`src/rtl/dvs_pkg.sv`:
```
package dvs_pkg;
  typedef enum logic [1:0] {
    SPD_2T  = 2'd0,
    SPD_4T  = 2'd1,
    SPD_8T  = 2'd2,
    SPD_16T = 2'd3
  } dvs_speed_e;

  localparam dvs_speed_e SPEED_RESET = SPD_4T;
  localparam int         DWELL_W     = 6;

  // Fine-step dwell in ticks is 2 << speed; the coarse range doubles it.
  function automatic logic [DWELL_W-1:0] dwell_ticks(input dvs_speed_e spd,
                                                     input logic coarse);
    logic [DWELL_W-1:0] base;
    base = DWELL_W'(2) << spd;
    return coarse ? (base << 1) : base;
  endfunction
endpackage

```
`src/rtl/dvs_target_sel.sv`:
```
module dvs_target_sel #(
  parameter int CODE_W = 7
) (
  input  logic              standby,
  input  logic [CODE_W-1:0] run_code,
  input  logic [CODE_W-1:0] stby_code,
  output logic [CODE_W-1:0] tgt_code,
  output logic              coarse
);
  localparam bit HAS_COARSE = (CODE_W >= 7);

  assign tgt_code = standby ? stby_code : run_code;

  generate
    if (HAS_COARSE) begin : g_coarse
      assign coarse = tgt_code[CODE_W-1];
    end else begin : g_fine
      assign coarse = 1'b0;
    end
  endgenerate
endmodule

```
`src/rtl/dvs_dwell_timer.sv`:
```
module dvs_dwell_timer
  import dvs_pkg::*;
(
  input  logic               clk,
  input  logic               rst_n,
  input  logic               tick,
  input  logic               active,
  input  logic               restart,
  input  logic [DWELL_W-1:0] dwell,
  output logic               step
);
  logic [DWELL_W-1:0] cnt_q;
  logic               last_tick;

  assign last_tick = (cnt_q >= dwell - DWELL_W'(1));
  assign step      = active && !restart && tick && last_tick;

  always_ff @(posedge clk or negedge rst_n) begin
    if (!rst_n) begin
      cnt_q <= '0;
    end else if (restart || !active) begin
      cnt_q <= '0;
    end else if (tick) begin
      cnt_q <= last_tick ? '0 : cnt_q + DWELL_W'(1);
    end
  end
endmodule

```
`src/rtl/dvs_code_stepper.sv`:
```
module dvs_code_stepper #(
  parameter int CODE_W = 7
) (
  input  logic              clk,
  input  logic              rst_n,
  input  logic              step,
  input  logic [CODE_W-1:0] tgt_code,
  output logic [CODE_W-1:0] cur_code
);
  logic [CODE_W-1:0] cur_q;
  logic              go_up;

  assign go_up    = (tgt_code > cur_q);
  assign cur_code = cur_q;

  always_ff @(posedge clk or negedge rst_n) begin
    if (!rst_n) begin
      cur_q <= '0;
    end else if (step && (tgt_code != cur_q)) begin
      cur_q <= go_up ? cur_q + CODE_W'(1) : cur_q - CODE_W'(1);
    end
  end
endmodule

```
`src/rtl/dvs_ramp_ctrl.sv`:
```
module dvs_ramp_ctrl
  import dvs_pkg::*;
#(
  parameter int CODE_W = 7
) (
  input  logic              clk,
  input  logic              rst_n,
  input  logic              tick_us,
  input  logic              standby,
  input  logic [CODE_W-1:0] run_code,
  input  logic [CODE_W-1:0] stby_code,
  input  logic              speed_we,
  input  logic [1:0]        speed_in,
  input  logic              oc_raw,
  output logic [CODE_W-1:0] vout_code,
  output logic              busy,
  output logic              oc_mask,
  output logic              oc_flag,
  output logic              coarse_step
);
  logic [CODE_W-1:0]  tgt_code;
  logic [CODE_W-1:0]  tgt_q;
  logic [CODE_W-1:0]  cur_code;
  logic               coarse;
  logic               restart;
  logic               step;
  logic [DWELL_W-1:0] dwell;
  dvs_speed_e         speed_q;

  dvs_target_sel #(.CODE_W(CODE_W)) u_sel (
    .standby  (standby),
    .run_code (run_code),
    .stby_code(stby_code),
    .tgt_code (tgt_code),
    .coarse   (coarse)
  );

  always_ff @(posedge clk or negedge rst_n) begin
    if (!rst_n) begin
      speed_q <= SPEED_RESET;
      tgt_q   <= '0;
    end else begin
      if (speed_we) speed_q <= dvs_speed_e'(speed_in);
      tgt_q <= tgt_code;
    end
  end

  assign restart = (tgt_code != tgt_q);
  assign dwell   = dwell_ticks(speed_q, coarse);
  assign busy    = (cur_code != tgt_code);

  dvs_dwell_timer u_timer (
    .clk    (clk),
    .rst_n  (rst_n),
    .tick   (tick_us),
    .active (busy),
    .restart(restart),
    .dwell  (dwell),
    .step   (step)
  );

  dvs_code_stepper #(.CODE_W(CODE_W)) u_step (
    .clk     (clk),
    .rst_n   (rst_n),
    .step    (step),
    .tgt_code(tgt_code),
    .cur_code(cur_code)
  );

  assign vout_code   = cur_code;
  assign oc_mask     = busy;
  assign oc_flag     = oc_raw && !oc_mask;
  assign coarse_step = coarse;
endmodule

```
`config.mk`:
```
export PLATFORM = sky130hd
export DESIGN_NAME = dvs_ramp_ctrl
export DESIGN_NICKNAME = d
export VERILOG_FILES = /design/src/rtl/dvs_pkg.sv /design/src/rtl/dvs_target_sel.sv /design/src/rtl/dvs_dwell_timer.sv /design/src/rtl/dvs_code_stepper.sv /design/src/rtl/dvs_ramp_ctrl.sv
export SDC_FILE = /design/constraint.sdc
export NUM_CORES = 1
export LEC_CHECK = 0
export BUFFER_PORTS_ARGS = -buffer_cell sky130_fd_sc_hd__buf_2
export CORE_AREA = 2 2 58 60
export CTS_BUF_LIST = sky130_fd_sc_hd__clkbuf_4 sky130_fd_sc_hd__clkbuf_8
export CTS_CLUSTER_SIZE = 14
export DETAILED_ROUTE_END_ITERATION = 8
export DIE_AREA = 0 0 60 62
export MAX_ROUTING_LAYER = met4
export PLACE_DENSITY = 0.76
export SLEW_MARGIN = 20
export SYNTH_ARGS = -nofsm -noshare
export SYNTH_HDL_FRONTEND = slang
export SYNTH_SLANG_ARGS = --single-unit
```
`constraint.sdc`:
```
create_clock -name clk -period 3.74 [get_ports clk]
set_input_delay 0.748 -clock clk [delete_from_list [all_inputs] [get_ports clk]]
set_output_delay 0.748 -clock clk [all_outputs]
set_load 0.02 [all_outputs]
```
==> results.json, run 1 <==
{
  "period_needed_ps": 3480,
  "synth_warnings": 0,
  "place_congestion": 0.880,
  "io_pins": 33,
  "drt_iter0_drc": 18,
  "fp.coreArea_sq_um": 3180,
  "timing.max_cap.violations": 0,
  "syn-mean-instance-area_sq_um": 10.1,
  "yosysTopAreaCellShare": 0.328,
  "wl_per_cell_um": 13.2,
  "timing.rr.start": "speed_q[0]$_DFFE_PN1P_",
  "route.detailed.drc": 0,
  "placed_area_sq_um": 1880,
  "setup_ws_ps": 259,
  "wirelength_um": 3280,
  "r2r-end": "u_timer.cnt_q[3]$_DFFE_PN0P_",
  "hp-class": "in -> async",
  "worstPathRequired_ps": 3950,
  "synth.area.top_cells": "dfrtp_1 (33%), ha_1 (16%), a21oi_1 (4.1%)",
  "final_nets": 247,
  "cts_setup_buffers": 0,
  "nFillCells": 291,
  "irDropWorstVdd_mv": 0.254,
  "rows": 21,
  "cts_hold_buffers": 0,
  "cp-endpoint": "u_step.cur_code[6]$_DFFE_PN0P_",
  "final_cell_mix": "buf_2 (32), dfrtp_1 (21), ha_1 (20)",
  "cts.sink_count": 22,
  "syn-num-nets": 202,
  "numCtsBuffers": 3,
  "final-hold-violation-count": 0,
  "dieArea_sq_um": 3720,
  "critPathKind": "in -> reg",
  "start_util": 0.505,
  "max_slew_margin": 0.667,
  "cts_repair_resize_count": 0,
  "finalCritPeriodShare": 0.931,
  "cts_buffer_depth": 2,
  "antenna_found_initial": 0,
  "io_buffer_count": 32,
  "total_power_mw": 0.515,
  "timing.hold.ws_ps": 378,
  "syn_inst": 159,
  "grt_pass1_wl_um": 5380,
  "setup_viol": 0,
  "seq_area_frac_synth": 0.344,
  "outcome": "finished, final reports clean",
  "worst_ep_arrival_time_ps": 3690,
  "finalInstanceArea_sq_um": 1920,
  "die_width_um": 60,
  "synth_top_area_cell": "dfrtp_1",
  "cts-root-buf": "clkbuf_4",
  "worstMarginPinSlew_ps": 500,
  "slowest_stage": "o31ai_2",
  "ant_nets": 0,
  "drtPass1Iterations": 4,
  "cpPeakStageDelay_ps": 400,
  "die_height_um": 62,
  "area_delta_synth_final_pct": 19.4,
  "cp-startpoint": "standby",
  "end_kind": "register",
  "slew_viol_final": 0,
  "ys.flop_type": "dfrtp_1",
  "hpwl_um": 2670,
  "critPathLaunchType": "primary input",
  "clock.fmax_mhz": 287,
  "grt_usage": 0.200,
  "grt-ovfl-total": 0,
  "synth_edf_count": 0,
  "drive_gt1_frac": 0.320,
  "dp_slack_ps": -64.7,
  "synth.distinct_cells": 37,
  "layout_commonest_cell": "buf_2",
  "leakage_nw": 0.946,
  "crit_path_cell_trace": "buf_2 > buf_4 > mux2_4 > ha_1 > a21oi_1 > a21oi_1 > o31ai_2 > ha_1 > a211oi_1 > o21bai_1 > a21oi_1 > xnor2_1 > nand2_1 > xnor2_1",
  "h-tree-depth": 1,
  "grt_max_degree": 23,
  "rsz0062_at_grt": "no",
  "worstPathMaxFanout": 4,
  "r2r_cells": 12,
  "p_per_area_nw_per_um2": 269,
  "clk_latency_ps": 310,
  "dr_total_vias": 1292,
  "ys_seq_elements": 22,
  "cp_common_cell": "a21oi_1",
  "synth_area_sq_um": 1600,
  "cts_tree": "done",
  "first_global_vias": 1234,
  "worst_clock_skew_ps": 5.50,
  "path_clk_slew_ps": 130,
  "insertedDiodeCount": 0,
  "routed_via_density": 5.19,
  "synthArstFlopShare": 1.00,
  "r2r_slack_ps": 630
}
==> through the flow <==
| step | setup TNS, ps | std cells | utilization |
|---|---|---|---|
| global route | 0 | 249 | 0.603 |
| detailed placement | -134 | 245 | 0.591 |
| global placement | 0 | 245 | 0.591 |
| CTS | 0 | 249 | 0.603 |
| floorplan | 0 | 159 | - |
| finish | 0 | 249 | 0.603 |
==> cells in the mapped netlist, types with 3 or more instances <==
master,n
nor2_1,8
mux2_4,4
nand2_1,13
mux2_2,3
a21oi_1,13
nand3b_1,5
xnor2_1,6
mux2i_1,3
dfrtp_1,21
and3_1,4
inv_1,12
xor2_1,7
o21ai_0,11
ha_1,20
==> registers in the layout, indices dropped and copies added, names as in the netlist <==
signal	cells
speed_q	2
tgt_q	7
u_step.cur_code	7
u_timer.cnt_q	6
==> area by class of cell <==
| cell class | instances | area, sq um | area share |
|---|---|---|---|
| Timing Repair Buffer | 43 | 243 | 0.127 |
| Tap cell | 46 | 57.6 | 0.0300 |
| Inverter | 12 | 45.0 | 0.0235 |
| Sequential cell | 22 | 552 | 0.288 |
| Multi-Input combinational cell | 122 | 982 | 0.513 |
| Clock buffer | 4 | 36.3 | 0.0189 |
==> power by group <==
part / internal [mW] / switching [mW]
combinational: 0.0629 / 0.0648
sequential: 0.247 / 0.00634
clock: 0.0595 / 0.0746
==> worst min-delay path by stage <==
stage,start,to
2_1_floorplan,rst_n,speed_q[1]$_DFFE_PN0P_
3_3_place_gp,u_step.cur_code[6]$_DFFE_PN0P_,u_step.cur_code[6]$_DFFE_PN0P_
3_5_place_dp,u_step.cur_code[6]$_DFFE_PN0P_,u_step.cur_code[6]$_DFFE_PN0P_
4_1_cts,rst_n,u_timer.cnt_q[2]$_DFFE_PN0P_
5_1_grt,rst_n,u_timer.cnt_q[2]$_DFFE_PN0P_
6_report,rst_n,u_timer.cnt_q[2]$_DFFE_PN0P_
==> kinds of logic after synthesis <==
logic type | Yosys count | share of synthesized area
buffers and inverters | 15 | 0.0468
AND/OR/NAND/NOR | 39 | 0.133
multiplexers | 11 | 0.0858
AO/OA/AOI/OAI | 37 | 0.141
flip-flops | 22 | 0.344
adder cells (fa/ha/maj) | 21 | 0.168
XOR/XNOR | 14 | 0.0811
==> layer usage <==
metal | vias to the layer above | global-route usage | share of wire
li1 | 649 | - | -
met1 | 612 | 0.233 | 0.42
met2 | 27 | 0.365 | 0.54
met3 | 4 | 0.0373 | 0.036
met4 | 0 | 0.0286 | 0.0064
met5 | - | - | 0
==> critical path: cells and delay by family <==
| family | cells | cell delay [ps] |
|---|---|---|
| AO/OA/AOI/OAI | 6 | 1320 |
| buffers and inverters | 2 | 270 |
| XOR/XNOR | 2 | 270 |
| AND/OR/NAND/NOR | 1 | 90 |
| adder cells (fa/ha/maj) | 2 | 680 |
| multiplexers | 1 | 320 |
No activity file was read; power rests on OpenSTA's default activity.
==> run 2: changes to the inputs <==
--- a/config.mk
+++ b/config.mk
@@ -5,14 +5,16 @@
 export SDC_FILE = /design/constraint.sdc
 export NUM_CORES = 1
 export LEC_CHECK = 0
+export ABC_AREA = 1
 export BUFFER_PORTS_ARGS = -buffer_cell sky130_fd_sc_hd__buf_2
-export CORE_AREA = 2 2 58 60
+export CORE_AREA = 2 2 61 63
 export CTS_BUF_LIST = sky130_fd_sc_hd__clkbuf_4 sky130_fd_sc_hd__clkbuf_8
 export CTS_CLUSTER_SIZE = 14
 export DETAILED_ROUTE_END_ITERATION = 8
-export DIE_AREA = 0 0 60 62
+export DIE_AREA = 0 0 63 65
 export MAX_ROUTING_LAYER = met4
 export PLACE_DENSITY = 0.76
+export RECOVER_POWER = 100
 export SLEW_MARGIN = 20
 export SYNTH_ARGS = -nofsm -noshare
 export SYNTH_HDL_FRONTEND = slang
==> run 2 against run 1 <==
Final cell count rose by 38%. Critical endpoint is now oc_flag. Sequential share of layout area fell by 1.4 points. Flip-flop and latch count is the same. Total power is 3.2% higher. Cell area rose by 5.3%. Via count is 27% higher. Largest power group unchanged. Clock-buffer cell count is the same. Sequential power hardly changed. Hold slack better by 180 ps.
==> results.json, run 2 <==
{
  "setup_viol": 0,
  "wl_per_cell_um": 10.2,
  "place_congestion": 0.822,
  "yosys-top-cells-count": "nand2_1 (93), inv_1 (40), nand3_1 (23)",
  "final-hold-violation-count": 0,
  "area_delta_synth_final_pct": 11.6,
  "io_pins": 33,
  "grt_usage": 0.199,
  "final_cells": 343,
  "max_slew_margin": 0.193,
  "routed_via_density": 4.78,
  "final_cell_mix": "nand2_1 (93), inv_1 (41), nand3_1 (23)",
  "ant_nets": 0,
  "dp_slack_ps": 254,
  "synthArstFlopShare": 1.00,
  "ys_seq_elements": 22,
  "cts.sink_count": 22,
  "yosysTopAreaCellShare": 0.291,
  "syn_inst": 262,
  "synth_top_area_cell": "dfrtp_1",
  "worstMarginPinSlew_ps": 1210,
  "setup_ws_ps": 487,
  "worstPathRequired_ps": 2990,
  "synth.distinct_cells": 25,
  "r2r-end": "u_step.cur_code[6]$_DFFE_PN0P_",
  "numCtsBuffers": 3,
  "dieArea_sq_um": 4100,
  "slowest_stage": "ha_1",
  "syn-mean-instance-area_sq_um": 6.90,
  "first_global_vias": 1540,
  "cts_tree": "done",
  "clk_latency_ps": 320,
  "rsz0062_at_grt": "no",
  "drt_iter0_drc": 69,
  "leakage_nw": 1.19,
  "layout_commonest_cell": "nand2_1",
  "fp.coreArea_sq_um": 3500,
  "r2r_slack_ps": 1100,
  "end_kind": "output port",
  "dr_total_vias": 1638,
  "hp-class": "reg -> reg",
  "critPathLaunchType": "primary input",
  "outcome": "finished, final reports clean",
  "cts_hold_buffers": 0,
  "grt_pass1_wl_um": 6320,
  "drive_gt1_frac": 0.105,
  "tns_ps": 0,
  "worst_ep_arrival_time_ps": 2510,
  "nFillCells": 349,
  "cp-endpoint": "oc_flag",
  "synth_edf_count": 0,
  "finalCritPeriodShare": 0.870,
  "synth.most_common_cell": "nand2_1",
  "start_util": 0.517,
  "path_clk_slew_ps": 130,
  "placed_cells": 339,
  "worstPathMaxFanout": 11,
  "total_power_mw": 0.531,
  "antenna_found_initial": 0,
  "grt-ovfl-total": 0,
  "die_height_um": 65,
  "period_needed_ps": 3250,
  "cts_setup_buffers": 0,
  "cp-startpoint": "standby",
  "ys.flop_type": "dfrtp_1",
  "synth_area_sq_um": 1810,
  "worst_clock_skew_ps": 6.07,
  "crit_path_cell_trace": "buf_2 > inv_1 > nand2_2 > nand2_2 > ha_1 > nand2_1 > nor2_1 > nand2_1 > nor2_1 > clkbuf_1",
  "drtPass1Iterations": 4,
  "grt_max_degree": 23,
  "insertedDiodeCount": 0,
  "p_per_area_nw_per_um2": 263,
  "route.detailed.drc": 0,
  "cpPeakStageDelay_ps": 340,
  "final_nets": 339,
  "slew_viol_final": 0,
  "io_buffer_count": 32,
  "syn-num-nets": 305,
  "rows": 22,
  "clock.fmax_mhz": 307,
  "r2r_cells": 16,
  "cts-root-buf": "clkbuf_4",
  "die_width_um": 63,
  "synth_warnings": 0,
  "timing.rr.start": "u_step.cur_code[1]$_DFFE_PN0P_",
  "irDropWorstVdd_mv": 0.127,
  "cts_repair_resize_count": 0,
  "wirelength_um": 3500,
  "critPathKind": "in -> out",
  "cts_buffer_depth": 2,
  "hpwl_um": 2850,
  "h-tree-depth": 1,
  "seq_area_frac_synth": 0.305,
  "synth.area.top_cells": "dfrtp_1 (29%), nand2_1 (19%), ha_1 (14%)",
  "timing.max_cap.violations": 0
}
## run 2: worst min-delay path by stage
stage	from	to	slack [ps]	cells past startpoint
global route	u_timer.cnt_q[4]$_DFFE_PN0P_	u_timer.cnt_q[4]$_DFFE_PN0P_	590	2
detailed placement	u_timer.cnt_q[4]$_DFFE_PN0P_	u_timer.cnt_q[4]$_DFFE_PN0P_	530	2
finish	u_timer.cnt_q[5]$_DFFE_PN0P_	u_timer.cnt_q[5]$_DFFE_PN0P_	560	2
floorplan	rst_n	speed_q[1]$_DFFE_PN0P_	450	0
CTS	rst_n	u_step.cur_code[0]$_DFFE_PN0P_	390	1
global placement	u_timer.cnt_q[4]$_DFFE_PN0P_	u_timer.cnt_q[4]$_DFFE_PN0P_	520	2
## run 2: stage by stage
stage          cell area, sq um   util  hold WS (ps)
2_1_floorplan              1810      -           452
3_3_place_gp               2000  0.572           519
3_5_place_dp               2000  0.572           528
4_1_cts                    2030  0.582           391
5_1_grt                    2020  0.577           589
6_report                   2020  0.577           558
## run 2: cell families after synthesis
| logic type | count (synthesis) | synth area share |
|---|---|---|
| and+or+nand+nor | 142 | 0.324 |
| buffers and inverters | 44 | 0.102 |
| AOI/OAI and AO/OA | 24 | 0.0720 |
| DFF | 22 | 0.305 |
| adders and majority gates | 21 | 0.149 |
| xor gates and xnor gates | 9 | 0.0478 |
## run 2: power breakdown
part | leakage, nW | internal (mW) | switching, mW | total (mW)
Clock | 0.0210 | 0.0596 | 0.0811 | 0.141
Combinational | 0.886 | 0.0544 | 0.0839 | 0.138
Sequential | 0.282 | 0.246 | 0.00631 | 0.252
## run 2: metal layers
| metal | track usage | part of all wire |
|---|---|---|
| met3 | 0.0156 | 0.028 |
| met1 | 0.257 | 0.49 |
| met4 | 0.0833 | 0.016 |
| met2 | 0.324 | 0.47 |
| met5 | - | 0 |
## run 2: area by class of cell
type                    count  area [sq um]  area share
well taps                  48          60.1      0.0298
flip-flops and latches     22           552       0.274
repair buffers             32           145      0.0720
clock buffers               4          36.3      0.0180
multi-input cells         196          1070       0.530
inverters                  41           154      0.0763
## run 2: worst max-delay path: cells and delay by family
kind | cells | cell delay [ps]
AND/OR/NAND/NOR | 6 | 780
adder cells (fa/ha/maj) | 1 | 340
buffers and inverters | 3 | 620
